[config.mk]
export PLATFORM = sky130hd
export DESIGN_NAME = pwr_mode_ctrl
export DESIGN_NICKNAME = d
export VERILOG_FILES = /design/src/rtl/pmc_pkg.sv /design/src/rtl/pmc_sync.sv /design/src/rtl/pmc_ctrl.sv /design/src/rtl/pmc_datapath.sv /design/src/rtl/pwr_mode_ctrl.sv
export SDC_FILE = /design/constraint.sdc
export NUM_CORES = 1
export LEC_CHECK = 0
export BUFFER_PORTS_ARGS = -buffer_cell sky130_fd_sc_hd__buf_2
export CAP_MARGIN = 0
export CORE_UTILIZATION = 45
export CTS_BUF_LIST = sky130_fd_sc_hd__clkbuf_2 sky130_fd_sc_hd__clkbuf_4 sky130_fd_sc_hd__clkbuf_8
export DETAILED_ROUTE_END_ITERATION = 12
export GPL_TIMING_DRIVEN = 0
export PLACE_DENSITY = 0.74
export SYNTH_ARGS = -nofsm -noshare
export SYNTH_HDL_FRONTEND = slang
export SYNTH_SLANG_ARGS = --single-unit
[constraint.sdc]
create_clock -name clk -period 2.6 [get_ports clk]
set_clock_uncertainty 0.2 [all_clocks]
set_input_delay 0.39 -clock clk [delete_from_list [all_inputs] [get_ports clk]]
set_output_delay 0.39 -clock clk [all_outputs]
set_load 0.005 [all_outputs]
[src/rtl/pmc_pkg.sv]
package pmc_pkg;

  typedef enum logic [2:0] {
    MODE_NORM_HI  = 3'd0,
    MODE_NORM_LO  = 3'd1,
    MODE_DOZE_HI  = 3'd2,
    MODE_DOZE_LO  = 3'd3,
    MODE_SLEEP    = 3'd4,
    MODE_DEEP     = 3'd5,
    MODE_PDOWN    = 3'd6
  } pmMode_e;

  typedef struct packed {
    pmMode_e mode;
    logic    coreRun;
    logic    sysRun;
    logic    timerRun;
    logic    gearLow;
  } pmStrobe_t;

endpackage

[src/rtl/pmc_sync.sv]
module pmc_sync #(
  parameter int WIDTH = 1
) (
  input  logic             clk,
  input  logic             rstN,
  input  logic [WIDTH-1:0] asyncIn,
  output logic [WIDTH-1:0] syncOut
);

  logic [WIDTH-1:0] stage1;

  always_ff @(posedge clk) begin
    if (!rstN) begin
      stage1  <= '0;
      syncOut <= '0;
    end else begin
      stage1  <= asyncIn;
      syncOut <= stage1;
    end
  end

endmodule

[src/rtl/pmc_ctrl.sv]
module pmc_ctrl
  import pmc_pkg::*;
#(
  parameter int NUM_TMR = 3
) (
  input  logic               clk,
  input  logic               rstN,
  input  logic               wrEn,
  input  logic [1:0]         wrModeField,
  input  logic               wrGearLow,
  input  logic               wrTimerKeep,
  input  logic               wakeIc,
  input  logic [NUM_TMR-1:0] timerIrq,
  input  logic [NUM_TMR-1:0] timerIrqEn,
  input  logic               decExc,
  output logic [1:0]         modeField,
  output logic               gearLow,
  output logic               timerKeep,
  output pmStrobe_t          strobe
);

  localparam int SRC_W = NUM_TMR + 2;

  logic [SRC_W-1:0]   rawSrc;
  logic [SRC_W-1:0]   syncSrc;
  logic [NUM_TMR-1:0] tmrHit;
  logic               wakeHit;
  pmMode_e            modeNow;

  assign rawSrc = {decExc, timerIrq, wakeIc};

  pmc_sync #(.WIDTH(SRC_W)) uSync (
    .clk     (clk),
    .rstN    (rstN),
    .asyncIn (rawSrc),
    .syncOut (syncSrc)
  );

  for (genvar i = 0; i < NUM_TMR; i++) begin : gTmrMask
    assign tmrHit[i] = syncSrc[i+1] & timerIrqEn[i];
  end

  assign wakeHit = syncSrc[0] | syncSrc[SRC_W-1] | (|tmrHit);

  always_ff @(posedge clk) begin
    if (!rstN) begin
      modeField <= 2'b00;
      gearLow   <= 1'b0;
      timerKeep <= 1'b0;
    end else begin
      if (wrEn) begin
        modeField <= wrModeField;
        gearLow   <= wrGearLow;
        timerKeep <= wrTimerKeep;
      end
      if (wakeHit) modeField <= 2'b00;
    end
  end

  always_comb begin
    case (modeField)
      2'b00:   modeNow = gearLow ? MODE_NORM_LO : MODE_NORM_HI;
      2'b01:   modeNow = gearLow ? MODE_DOZE_LO : MODE_DOZE_HI;
      2'b10:   modeNow = MODE_SLEEP;
      default: modeNow = timerKeep ? MODE_DEEP : MODE_PDOWN;
    endcase
  end

  always_comb begin
    strobe.mode     = modeNow;
    strobe.gearLow  = gearLow;
    strobe.coreRun  = (modeField == 2'b00);
    strobe.sysRun   = (modeField == 2'b00) || (modeField == 2'b01);
    strobe.timerRun = (modeNow != MODE_PDOWN);
  end

  // an enabled, synchronized wake forces the running mode field
  a_r9_wake_clears: assert property (@(posedge clk) disable iff (!rstN)
    wakeHit |=> modeField == 2'b00);

  // wake leaves the gear and timer-keep bits alone
  a_r9_bits_kept: assert property (@(posedge clk) disable iff (!rstN)
    (wakeHit && !wrEn) |=> ($stable(gearLow) && $stable(timerKeep)));

  // a write without wake lands on the next edge
  a_r8_write_next: assert property (@(posedge clk) disable iff (!rstN)
    (wrEn && !wakeHit) |=> modeField == $past(wrModeField));

  // write and wake together keep the written qualifier bits
  a_r11_write_wake: assert property (@(posedge clk) disable iff (!rstN)
    (wrEn && wakeHit) |=> (modeField == 2'b00 && gearLow == $past(wrGearLow)
                           && timerKeep == $past(wrTimerKeep)));

endmodule

[src/rtl/pmc_datapath.sv]
module pmc_datapath
  import pmc_pkg::*;
#(
  parameter int DIV_W = 3
) (
  input  logic             clk,
  input  logic             rstN,
  input  pmStrobe_t        strobe,
  input  logic [DIV_W-1:0] divHigh,
  input  logic [DIV_W-1:0] divLow,
  output logic             coreClkEn,
  output logic             extClkEn,
  output logic             sysClkEn,
  output logic             timerClkEn,
  output logic [DIV_W:0]   divExp
);

  localparam int EXP_W = DIV_W + 1;
  localparam int CNT_W = 1 << DIV_W;

  logic [CNT_W-1:0] divCnt;
  logic [EXP_W-1:0] expSel;
  logic [CNT_W:0]   spanMask;

  assign expSel = strobe.gearLow ? (EXP_W'(divLow) + EXP_W'(1)) : EXP_W'(divHigh);
  assign spanMask = ({{CNT_W{1'b0}}, 1'b1} << expSel) - 1'b1;

  always_ff @(posedge clk) begin
    if (!rstN) divCnt <= '0;
    else       divCnt <= divCnt + 1'b1;
  end

  assign divExp     = expSel;
  assign sysClkEn   = strobe.sysRun && ((divCnt & spanMask[CNT_W-1:0]) == '0);
  assign coreClkEn  = strobe.coreRun;
  assign extClkEn   = strobe.coreRun;
  assign timerClkEn = strobe.timerRun;

  // power-down gates everything
  a_r6_pdown_dark: assert property (@(posedge clk) disable iff (!rstN)
    (strobe.mode == MODE_PDOWN) |-> !(coreClkEn || extClkEn || sysClkEn || timerClkEn));

  // sleep keeps the timer domain but stops the core and system clock
  a_r5_sleep_timer: assert property (@(posedge clk) disable iff (!rstN)
    (strobe.mode == MODE_SLEEP) |-> (timerClkEn && !coreClkEn && !sysClkEn));

  // core runs only in the normal variants
  a_r3_core_normal: assert property (@(posedge clk) disable iff (!rstN)
    coreClkEn |-> (strobe.mode == MODE_NORM_HI || strobe.mode == MODE_NORM_LO));

  // exponent zero means a pulse on every cycle while the system clock runs
  a_r7_full_rate: assert property (@(posedge clk) disable iff (!rstN)
    (strobe.sysRun && divExp == '0) |-> sysClkEn);

endmodule

[src/rtl/pwr_mode_ctrl.sv]
module pwr_mode_ctrl
  import pmc_pkg::*;
#(
  parameter int DIV_W   = 3,
  parameter int NUM_TMR = 3
) (
  input  logic               clk,
  input  logic               rstN,
  input  logic               wrEn,
  input  logic [1:0]         wrModeField,
  input  logic               wrGearLow,
  input  logic               wrTimerKeep,
  input  logic [DIV_W-1:0]   divHigh,
  input  logic [DIV_W-1:0]   divLow,
  input  logic               wakeIc,
  input  logic [NUM_TMR-1:0] timerIrq,
  input  logic [NUM_TMR-1:0] timerIrqEn,
  input  logic               decExc,
  output logic               coreClkEn,
  output logic               extClkEn,
  output logic               sysClkEn,
  output logic               timerClkEn,
  output logic [DIV_W:0]     divExp,
  output logic [2:0]         modeStatus,
  output logic [1:0]         modeField,
  output logic               gearLow,
  output logic               timerKeep
);

  pmStrobe_t strobe;

  pmc_ctrl #(.NUM_TMR(NUM_TMR)) uCtrl (
    .clk         (clk),
    .rstN        (rstN),
    .wrEn        (wrEn),
    .wrModeField (wrModeField),
    .wrGearLow   (wrGearLow),
    .wrTimerKeep (wrTimerKeep),
    .wakeIc      (wakeIc),
    .timerIrq    (timerIrq),
    .timerIrqEn  (timerIrqEn),
    .decExc      (decExc),
    .modeField   (modeField),
    .gearLow     (gearLow),
    .timerKeep   (timerKeep),
    .strobe      (strobe)
  );

  pmc_datapath #(.DIV_W(DIV_W)) uData (
    .clk        (clk),
    .rstN       (rstN),
    .strobe     (strobe),
    .divHigh    (divHigh),
    .divLow     (divLow),
    .coreClkEn  (coreClkEn),
    .extClkEn   (extClkEn),
    .sysClkEn   (sysClkEn),
    .timerClkEn (timerClkEn),
    .divExp     (divExp)
  );

  assign modeStatus = strobe.mode;

endmodule

==> results of run 1 <==
cell usage after synthesis, types with 4 or more instances:
master | count | area, um2
and2_1 | 17 | 106.4
nand3_1 | 7 | 35.03
xnor2_1 | 4 | 35.03
dfxtp_1 | 22 | 440.4
nor2_1 | 6 | 22.52
clkbuf_1 | 4 | 15.01
inv_1 | 4 | 15.01
mux2i_1 | 5 | 50.05
sequential cells by signal, summed over array words and instances (netlist names):
signal	cells
uData.divCnt	8
uCtrl.uSync.stage1	5
uCtrl.uSync.syncOut	5
uCtrl.modeField	2
uCtrl.gearLow	1
uCtrl.timerKeep	1
worst reg2reg max path, stage by stage (launching register included):
cell and delay, ns:
dfxtp_1 0.45, and3_1 0.21, nand3_1 0.09, xnor2_1 0.13, and2_1 0.15
cell families after synthesis:
| family | Yosys count | share of synthesized area, % |
|---|---|---|
| and+or+nand+nor | 50 | 25.24 |
| DFF | 22 | 38.14 |
| AOI/OAI and AO/OA | 24 | 15.60 |
| adders and majority gates | 3 | 3.251 |
| buffers and inverters | 12 | 5.524 |
| muxes | 6 | 6.284 |
| xor gates and xnor gates | 7 | 5.959 |
power by group through the flow:
stage	combinational [W]	sequential (W)	clock (W)
after floorplan	0.0000939	0.000368	0
after global placement	0.000141	0.000369	0
after detailed placement	0.000144	0.000370	0
after CTS	0.000168	0.000361	0.000189
after global routing	0.000188	0.000363	0.000202
final	0.000172	0.000361	0.000181
worst min-delay path by stage:
| stage | from | slack (ns) | cells past startpoint | end |
|---|---|---|---|---|
| 3_5_place_dp | uCtrl.uSync.stage1[4]$_SDFF_PN0_ | 0.22 | 1 | uCtrl.uSync.syncOut[4]$_SDFF_PN0_ |
| 6_report | wakeIc | 0.09 | 2 | uCtrl.uSync.stage1[0]$_SDFF_PN0_ |
| 3_3_place_gp | uCtrl.uSync.stage1[1]$_SDFF_PN0_ | 0.21 | 1 | uCtrl.uSync.syncOut[1]$_SDFF_PN0_ |
| 4_1_cts | wakeIc | 0.08 | 2 | uCtrl.uSync.stage1[0]$_SDFF_PN0_ |
| 2_1_floorplan | uCtrl.uSync.stage1[0]$_SDFF_PN0_ | 0.21 | 1 | uCtrl.uSync.syncOut[0]$_SDFF_PN0_ |
| 5_1_grt | timerIrq[2] | 0.07 | 2 | uCtrl.uSync.stage1[3]$_SDFF_PN0_ |
final cells by class:
cell class              instances  area [um2]  area share, %
clock buffers                   4       36.28          2.324
multi-input cells              90       732.0          46.87
plain buffers                   7       48.80          3.125
well taps                      28       35.03          2.244
repair buffers                 43       246.5          15.79
flip-flops and latches         22       444.2          28.45
inverters                       5       18.77          1.202
through the flow:
stage / area, um2 / utilization [%]
floorplan: 1194 / -
global placement: 1399 / 60.33
detailed placement: 1399 / 60.33
CTS: 1548 / 66.76
global route: 1562 / 67.35
finish: 1562 / 67.35
layout by cell type, fill, tap and decap left out, types with 2 or more instances in the layout:
cell and instances:
nand3_1 7, xor2_1 2, a21oi_1 2, o21ai_0 2, nor2b_1 3, and3_1 2
o211ai_1 3, clkbuf_4 3, nand2_1 3, buf_4 11, buf_6 2, a31oi_2 2
clkbuf_1 4, dfxtp_1 21, nand2b_1 3, nor2_1 6, and2_1 17, inv_1 4
mux2i_1 5, buf_2 32, ha_4 2, xnor2_1 4
layer usage:
| metal | global-route usage (%) | wire [um] | up-vias | part of all wire, % |
|---|---|---|---|---|
| li1 | - | - | 533 | - |
| met1 | 22.12 | 1135 | 491 | 46 |
| met2 | 33.97 | 1244 | 32 | 50 |
| met3 | 2.609 | 90 | 2 | 3.6 |
| met4 | 7.895 | 17 | 0 | 0.68 |
| met5 | 0 | 0 | - | 0 |
timing repair:
item                       in CTS  in global routing
pin swaps                       9                  2
setup buffers                   9                  0
setup endpoints to repair       1                  1
cloned                          0                  0
resized for setup              11                  3
hold buffers                    0                  0
==> results.py, run 1 <==
metrics = {
    "yosys": {
        "synth_cells": 124,
        "synth-seq-cells": 22,
        "ys_warn_count": 0,
        "synth-main-ff-cell": "dfxtp_1",
        "synth_cell_types": 45,
        "synth_area_mm2": 0.001155,
        "ys_async_sr_fraction_pct": 0,
        "syn_avg_cell_area_um2": 9.313,
        "ys_seq_area_share_pct": 38.14,
        "synth_edf_count": 0,
        "synth_nets": 148,
    },
    "grt": {
        "grt_pass1_wl_um": 3788,
        "globalRouteOverflowTotal": 0,
        "globalRouteTotalUtil_pct": 18.92,
        "grt_max_degree": 13,
        "antenna_found_initial": 0,
        "grt_pass1_vias": 926,
    },
    "power": {
        "power_density_mw_per_mm2": 457.6,
        "cellInternalPower_w": 0.0005287,
        "power_frac_seq_pct": 50.5,
        "clkPwrFrac_pct": 25.4,
        "pwr-share-comb_pct": 24.1,
        "power.switching_w": 0.0001858,
        "ir_worst_vdd_mv": 0.4103,
        "total_leakage_power_nw": 0.6825,
        "power_w": 0.0007145,
        "switching_share_pct": 26.01,
    },
    "sta": {
        "slew_headroom_pct": 76.24,
        "timing.final.crit_period_ns": 3.039,
        "fmax_mhz": 329.1,
        "final-setup-viol-count": 1,
        "fin_ws_ns": -0.4387,
        "hold_violations": 0,
        "rsz0062_at_grt": "yes",
        "hold_ws_ns": 0.08735,
        "fin_tns_setup_ns": -0.4387,
        "post-route-period-util_pct": 116.9,
        "tightest_slew_ns": 0.3563,
        "slew_viol_final": 0,
    },
    "placed_design": {
        "place_hpwl_um": 1776,
        "place_inst": 186,
        "globalplace.congestion": 0.7520,
        "port_buffers": 34,
        "dp_slack_ns": -0.4359,
    },
    "final_layout": {
        "nets": 196,
        "layout.cells.non_filler": 199,
        "drive_above_1_share_pct": 39.18,
        "diodes": 0,
        "syn_to_final_growth_pct": 35.21,
        "fill_cells": 198,
    },
    "clock_tree": {
        "cts-root-buf": "clkbuf_4",
        "clk_latency_ns": 0.30,
        "path_clk_slew_ns": 0.12,
        "cts_made_buffers": 3,
        "cts_tree": "yes",
        "cts.path.max_buffers": 2,
        "h-tree-depth": 1,
        "cts_sinks": 22,
    },
    "route": {
        "postRouteAntennaNets": 0,
        "routed_wl_um": 2487,
        "vias": 1058,
        "drc": 0,
        "drtIter0Drc": 18,
        "via_per_inst": 5.317,
        "post_drt_wl_per_cell_um": 12.50,
        "first_pass_iters": 4,
    },
    "worst_setup_path": {
        "cp-start-kind": "input pin",
        "crit_fanout": 7,
        "rrSetupSlack_ns": 1.27,
        "rr_worst_depth": 4,
        "crit_buf_inv": 3,
        "cp.arrival_ns": 2.45,
        "regToRegEndpoint": "uData.divCnt[6]$_SDFF_PN0_",
        "slowest_stage": "or4_4",
        "path_depth": 11,
        "required_ns": 2.01,
        "r2r-start": "uData.divCnt[3]$_SDFF_PN0_",
        "critPathTopFamily": "simple AND/OR/NAND/NOR gates",
        "slowest_delay_ns": 0.53,
        "critical_path.endpoint_type": "output pin",
        "cp-startpoint": "divLow[1]",
        "endpoint": "sysClkEn",
        "crit_chain": "buf_4 -> ha_4 -> xnor2_4 -> a31oi_2 -> or2_4 -> ha_4 -> buf_4 -> or4_4 -> a21boi_2 -> a2111oi_2 -> buf_2",
        "critPathKind": "input pin to output pin",
    },
    "floorplanning": {
        "die_height_um": 52.66,
        "start_util_pct": 49.81,
        "core_area_mm2": 0.002318,
        "die_area_mm2": 0.002773,
        "rows": 17,
        "dieWidth_um": 52.66,
        "boundaryPins": 36,
    },
    "flow_run": {
        "max-cap-violations": 0,
    },
    "worst_hold_path": {
        "holdCritPathClass": "input pin to register",
    },
    "run_status": {
        "status": "finished with violations",
        "violations": "setup timing",
    },
}
No activity file was read; power rests on OpenSTA's default activity.
==> run 2, diff against run 1 <==
--- a/config.mk
+++ b/config.mk
@@ -5,6 +5,7 @@
 export SDC_FILE = /design/constraint.sdc
 export NUM_CORES = 1
 export LEC_CHECK = 0
+export ABC_CLOCK_PERIOD_IN_PS = 2600
 export BUFFER_PORTS_ARGS = -buffer_cell sky130_fd_sc_hd__buf_2
 export CAP_MARGIN = 0
 export CORE_UTILIZATION = 45
@@ -12,6 +13,7 @@
 export DETAILED_ROUTE_END_ITERATION = 12
 export GPL_TIMING_DRIVEN = 0
 export PLACE_DENSITY = 0.74
+export RECOVER_POWER = 100
 export SYNTH_ARGS = -nofsm -noshare
 export SYNTH_HDL_FRONTEND = slang
 export SYNTH_SLANG_ARGS = --single-unit
==> results.py, run 2 (synthesis results as in run 1) <==
metrics = {
    "route": {
        "via_per_inst": 5.296,
        "drc": 0,
        "first_pass_iters": 4,
        "postRouteAntennaNets": 0,
        "routed_wl_um": 2502,
        "post_drt_wl_per_cell_um": 12.57,
        "vias": 1054,
        "drtIter0Drc": 20,
    },
    "worst_setup_path": {
        "crit_chain": "buf_4 -> ha_4 -> xnor2_4 -> a31oi_2 -> or2_4 -> ha_4 -> buf_4 -> or4_4 -> a21boi_2 -> a2111oi_2 -> buf_2",
        "r2r-start": "uData.divCnt[3]$_SDFF_PN0_",
        "slowest_delay_ns": 0.53,
        "critical_path.endpoint_type": "output pin",
        "cp-start-kind": "input pin",
        "crit_fanout": 7,
        "critPathKind": "input pin to output pin",
        "rrSetupSlack_ns": 1.27,
        "rr_worst_depth": 4,
        "slowest_stage": "or4_4",
        "required_ns": 2.01,
        "regToRegEndpoint": "uData.divCnt[7]$_SDFF_PN0_",
        "cp.arrival_ns": 2.45,
    },
    "sta": {
        "hold_ws_ns": 0.08770,
        "timing.final.crit_period_ns": 3.038,
        "hold_violations": 0,
        "fmax_mhz": 329.1,
        "final-setup-viol-count": 1,
        "slew_headroom_pct": 75.78,
        "rsz0062_at_grt": "yes",
        "post-route-period-util_pct": 116.9,
        "fin_tns_setup_ns": -0.4384,
        "tightest_slew_ns": 0.3633,
        "slew_viol_final": 0,
        "fin_ws_ns": -0.4384,
    },
    "placed_design": {
        "post_dp_cell_area_mm2": 0.001399,
        "dp_slack_ns": -0.4359,
        "place_hpwl_um": 1776,
        "globalplace.congestion": 0.7520,
        "port_buffers": 34,
    },
    "grt": {
        "grt_max_degree": 13,
        "globalRouteOverflowTotal": 0,
        "grt_pass1_vias": 926,
        "antenna_found_initial": 0,
        "grt_pass1_wl_um": 3788,
        "globalRouteTotalUtil_pct": 18.92,
    },
    "clock_tree": {
        "cts_sinks": 22,
        "clk_latency_ns": 0.30,
        "h-tree-depth": 1,
        "cts_made_buffers": 3,
        "cts_tree": "yes",
        "cts-root-buf": "clkbuf_4",
        "cts.path.max_buffers": 2,
        "path_clk_slew_ns": 0.12,
    },
    "floorplanning": {
        "dieWidth_um": 52.66,
        "boundaryPins": 36,
        "die_area_mm2": 0.002773,
        "die_height_um": 52.66,
        "rows": 17,
        "core_area_mm2": 0.002318,
        "start_util_pct": 49.81,
    },
    "final_layout": {
        "final_cell_area_mm2": 0.001545,
        "syn_to_final_growth_pct": 33.80,
        "drive_above_1_share_pct": 34.50,
        "largest_register_ffs": 8,
        "reg_top3": "uData.divCnt: 8 flops, uCtrl.uSync.stage1: 5 flops, uCtrl.uSync.syncOut: 5 flops",
        "nets": 196,
        "final_common_cell": "buf_2",
        "diodes": 0,
        "largest-register": "uData.divCnt",
        "mostFrequentLayoutCells": "buf_2, dfxtp_1, clkbuf_1",
    },
    "run_status": {
        "status": "finished with violations",
        "violations": "setup timing",
    },
    "worst_hold_path": {
        "min_path_cells": 2,
        "worstHoldStart": "decExc",
        "holdCritPathClass": "input pin to register",
        "holdPathEnd": "uCtrl.uSync.stage1[4]$_SDFF_PN0_",
    },
    "power": {
        "total_leakage_power_nw": 0.6496,
        "power_w": 0.0007123,
        "ir_worst_vdd_mv": 0.4104,
        "power_density_mw_per_mm2": 461.0,
    },
    "flow_run": {
        "max-cap-violations": 0,
    },
}
-- run 2: cell types whose count changed in the layout (fill, tap and decap cells not counted), sizes merged --
cell    previous run  this run
buf               46        37
clkbuf             8        17
-- run 2: stage by stage --
stage               utilization, %  cells
finish                       66.65    199
detailed placement           60.33    186
global placement             60.33    186
global route                 66.65    199
CTS                          66.76    199
floorplan                        -    124
-- run 2: report_power, final --
part           internal (W)  leakage [nW]  switching [W]
Sequential         0.000351         0.181     0.00000989
Combinational     0.0000897         0.447      0.0000801
Clock             0.0000853        0.0210      0.0000961
Total              0.000526         0.650       0.000186
-- run 2: worst max-delay path: cells and delay by family --
family	cells	cell delay (ns)
compound gates	3	0.31
buf+inv	3	0.42
xor+xnor	1	0.19
simple gates	2	0.80
fa+ha+maj	2	0.34
-- run 2: worst max-delay path by stage --
stage	start	end	slack [ns]	cells after the start
detailed placement	divLow[0]	sysClkEn	-0.44	11
floorplan	divLow[0]	sysClkEn	0.02	9
finish	divLow[1]	sysClkEn	-0.44	11
global route	uCtrl.gearLow$_SDFFE_PN0P_	sysClkEn	-0.51	10
global placement	divLow[0]	sysClkEn	-0.40	11
CTS	divLow[1]	sysClkEn	-0.46	11
-- run 2: metal layers --
metal / up-vias / part of all wire (%) / GRT usage [%]
met4: 0 / 0.68 / 7.895
met2: 34 / 49 / 33.97
met5: - / 0 / 0
li1: 530 / - / -
met3: 2 / 3.8 / 2.609
met1: 488 / 46 / 22.12
-- run 2: repair_timing --
action                                  CTS  global route
endpoints found under the hold margin     0             0
gates cloned                              0             0
resized for setup                        11             3
buffers inserted                          9             0
endpoints found under the setup margin    1             1
hold buffers                              0             0
pin swaps                                 9             2
-- run 2: final cells by class --
type	count	area, um2
tap	28	35.03
fill	204	773.2
sequential	22	444.2
clock buffer	4	36.28
inverter	5	18.77
multi-input combinational	90	732.0
timing repair buffer	43	237.7
buffer	7	41.29
==> run 3, diff against run 2 <==
--- a/config.mk
+++ b/config.mk
@@ -12,7 +12,7 @@
 export CTS_BUF_LIST = sky130_fd_sc_hd__clkbuf_2 sky130_fd_sc_hd__clkbuf_4 sky130_fd_sc_hd__clkbuf_8
 export DETAILED_ROUTE_END_ITERATION = 12
 export GPL_TIMING_DRIVEN = 0
-export PLACE_DENSITY = 0.74
+export PLACE_DENSITY = 0.79
 export RECOVER_POWER = 100
 export SYNTH_ARGS = -nofsm -noshare
 export SYNTH_HDL_FRONTEND = slang
==> results.py, run 3 (synthesis results as in run 1) <==
metrics = {
    "worst_setup_path": {
        "crit_chain": "bufbuf_16 -> inv_1 -> o21ai_2 -> nand2_1 -> ha_4 -> nor3b_1 -> o211ai_1 -> o311ai_2 -> a2111oi_2 -> buf_2",
        "required_ns": 2.01,
        "rrSetupSlack_ns": 1.26,
        "slowest_delay_ns": 0.38,
        "critical_path.endpoint_type": "output pin",
        "cp-start-kind": "register",
        "critPathKind": "register to output pin",
        "critPathTopFamily": "compound AO/OA/AOI/OAI gates",
        "crit_buf_inv": 3,
        "slowest_stage": "dfxtp_4",
        "cp.arrival_ns": 2.41,
        "crit_fanout": 5,
    },
    "run_status": {
        "violations": "setup timing",
        "status": "finished with violations",
    },
    "route": {
        "post_drt_wl_per_cell_um": 12.48,
        "drc": 0,
        "drtIter0Drc": 17,
        "first_pass_iters": 4,
        "via_per_inst": 5.350,
        "postRouteAntennaNets": 0,
        "routed_wl_um": 2495,
        "vias": 1070,
    },
    "clock_tree": {
        "clk_latency_ns": 0.30,
        "h-tree-depth": 1,
        "cts-root-buf": "clkbuf_4",
        "path_clk_slew_ns": 0.11,
        "cts_sinks": 22,
        "cts.path.max_buffers": 2,
        "cts_tree": "yes",
        "cts_made_buffers": 3,
    },
    "sta": {
        "rsz0062_at_grt": "yes",
        "fmax_mhz": 333.9,
        "tightest_slew_ns": 0.3841,
        "fin_tns_setup_ns": -0.3954,
        "hold_violations": 0,
        "slew_viol_final": 0,
        "post-route-period-util_pct": 115.2,
        "fin_ws_ns": -0.3954,
        "final-setup-viol-count": 1,
        "slew_headroom_pct": 74.39,
        "timing.final.crit_period_ns": 2.995,
    },
    "flow_run": {
        "max-cap-violations": 0,
    },
    "final_layout": {
        "final_common_cell": "buf_2",
        "diodes": 0,
        "reg_top3": "uData.divCnt: 8 flops, uCtrl.uSync.stage1: 5 flops, uCtrl.uSync.syncOut: 5 flops",
        "fill_cells": 183,
        "mostFrequentLayoutCells": "buf_2, dfxtp_1, clkbuf_1",
        "seq_area_um2": 444.2,
        "nets": 197,
        "multi_input_area_um2": 733.2,
        "largest-register": "uData.divCnt",
        "largest_register_ffs": 8,
        "syn_to_final_growth_pct": 38.46,
        "drive_above_1_share_pct": 33.72,
    },
    "grt": {
        "grt_max_degree": 14,
        "grt_pass1_wl_um": 4057,
        "globalRouteTotalUtil_pct": 19.99,
        "antenna_found_initial": 0,
        "globalRouteOverflowTotal": 0,
        "grt_pass1_vias": 957,
    },
    "power": {
        "power_density_mw_per_mm2": 495.3,
        "power_w": 0.0007919,
        "total_leakage_power_nw": 0.6705,
        "ir_worst_vdd_mv": 0.4979,
    },
    "placed_design": {
        "globalplace.congestion": 0.8096,
        "place_hpwl_um": 1773,
        "port_buffers": 34,
    },
    "floorplanning": {
        "boundaryPins": 36,
        "rows": 17,
        "start_util_pct": 49.81,
        "core_area_mm2": 0.002318,
        "die_height_um": 52.66,
        "dieWidth_um": 52.66,
        "die_area_mm2": 0.002773,
    },
    "worst_hold_path": {
        "holdCritPathClass": "input pin to register",
    },
}
run 3: path summary, 6_finish.rpt:
kind	endpoint	start	depth (start not counted)
min reg2reg	uCtrl.uSync.syncOut[3]$_SDFF_PN0_	uCtrl.uSync.stage1[3]$_SDFF_PN0_	1
max	sysClkEn	uCtrl.gearLow$_SDFFE_PN0P_	10
max reg2reg	uData.divCnt[7]$_SDFF_PN0_	uData.divCnt[2]$_SDFF_PN0_	4
min	uCtrl.uSync.stage1[4]$_SDFF_PN0_	decExc	2
run 3: power breakdown:
| part | switching [W] | internal [W] |
|---|---|---|
| Clock | 0.0000954 | 0.000156 |
| Sequential | 0.0000105 | 0.000351 |
| Combinational | 0.0000812 | 0.0000980 |
| Total | 0.000187 | 0.000605 |
run 3: routing by layer:
layer	vias to the layer above	track usage, %	part of all wire, %
met1	505	22.75	46
met5	-	0	0
met3	2	4.348	3.8
li1	537	-	-
met2	26	38.19	50
met4	0	2.632	0.48
run 3: layout make-up:
class,instances,share of cell area [%]
Multi-Input combinational cell,90,45.85
Inverter,5,1.174
Clock inverter,1,1.878
Clock buffer,3,1.408
Buffer,7,2.582
Timing Repair Buffer,44,17.14
Sequential cell,22,27.78
Tap cell,28,2.191
run 3: per-stage QoR:
step	hold WS (ns)	utilization (%)	std cells	setup slack (ns)	cell area, um2
finish	0.09068	68.97	200	-0.3954	1599
global route	0.07182	68.97	200	-0.5146	1599
CTS	0.07978	69.67	200	-0.4765	1615
detailed placement	0.2169	60.33	186	-0.4771	1399
global placement	0.2161	60.33	186	-0.4401	1399
floorplan	0.2119	-	124	0.01812	1194
run 3: what timing repair did:
action                                 4_1_cts  5_1_grt
resized for setup                           14        0
hold buffers                                 0        0
endpoints found under the hold margin        0        0
pin swaps                                   10        1
setup buffers                                9        0
setup endpoints to repair                    1        1
gates cloned                                 1        0
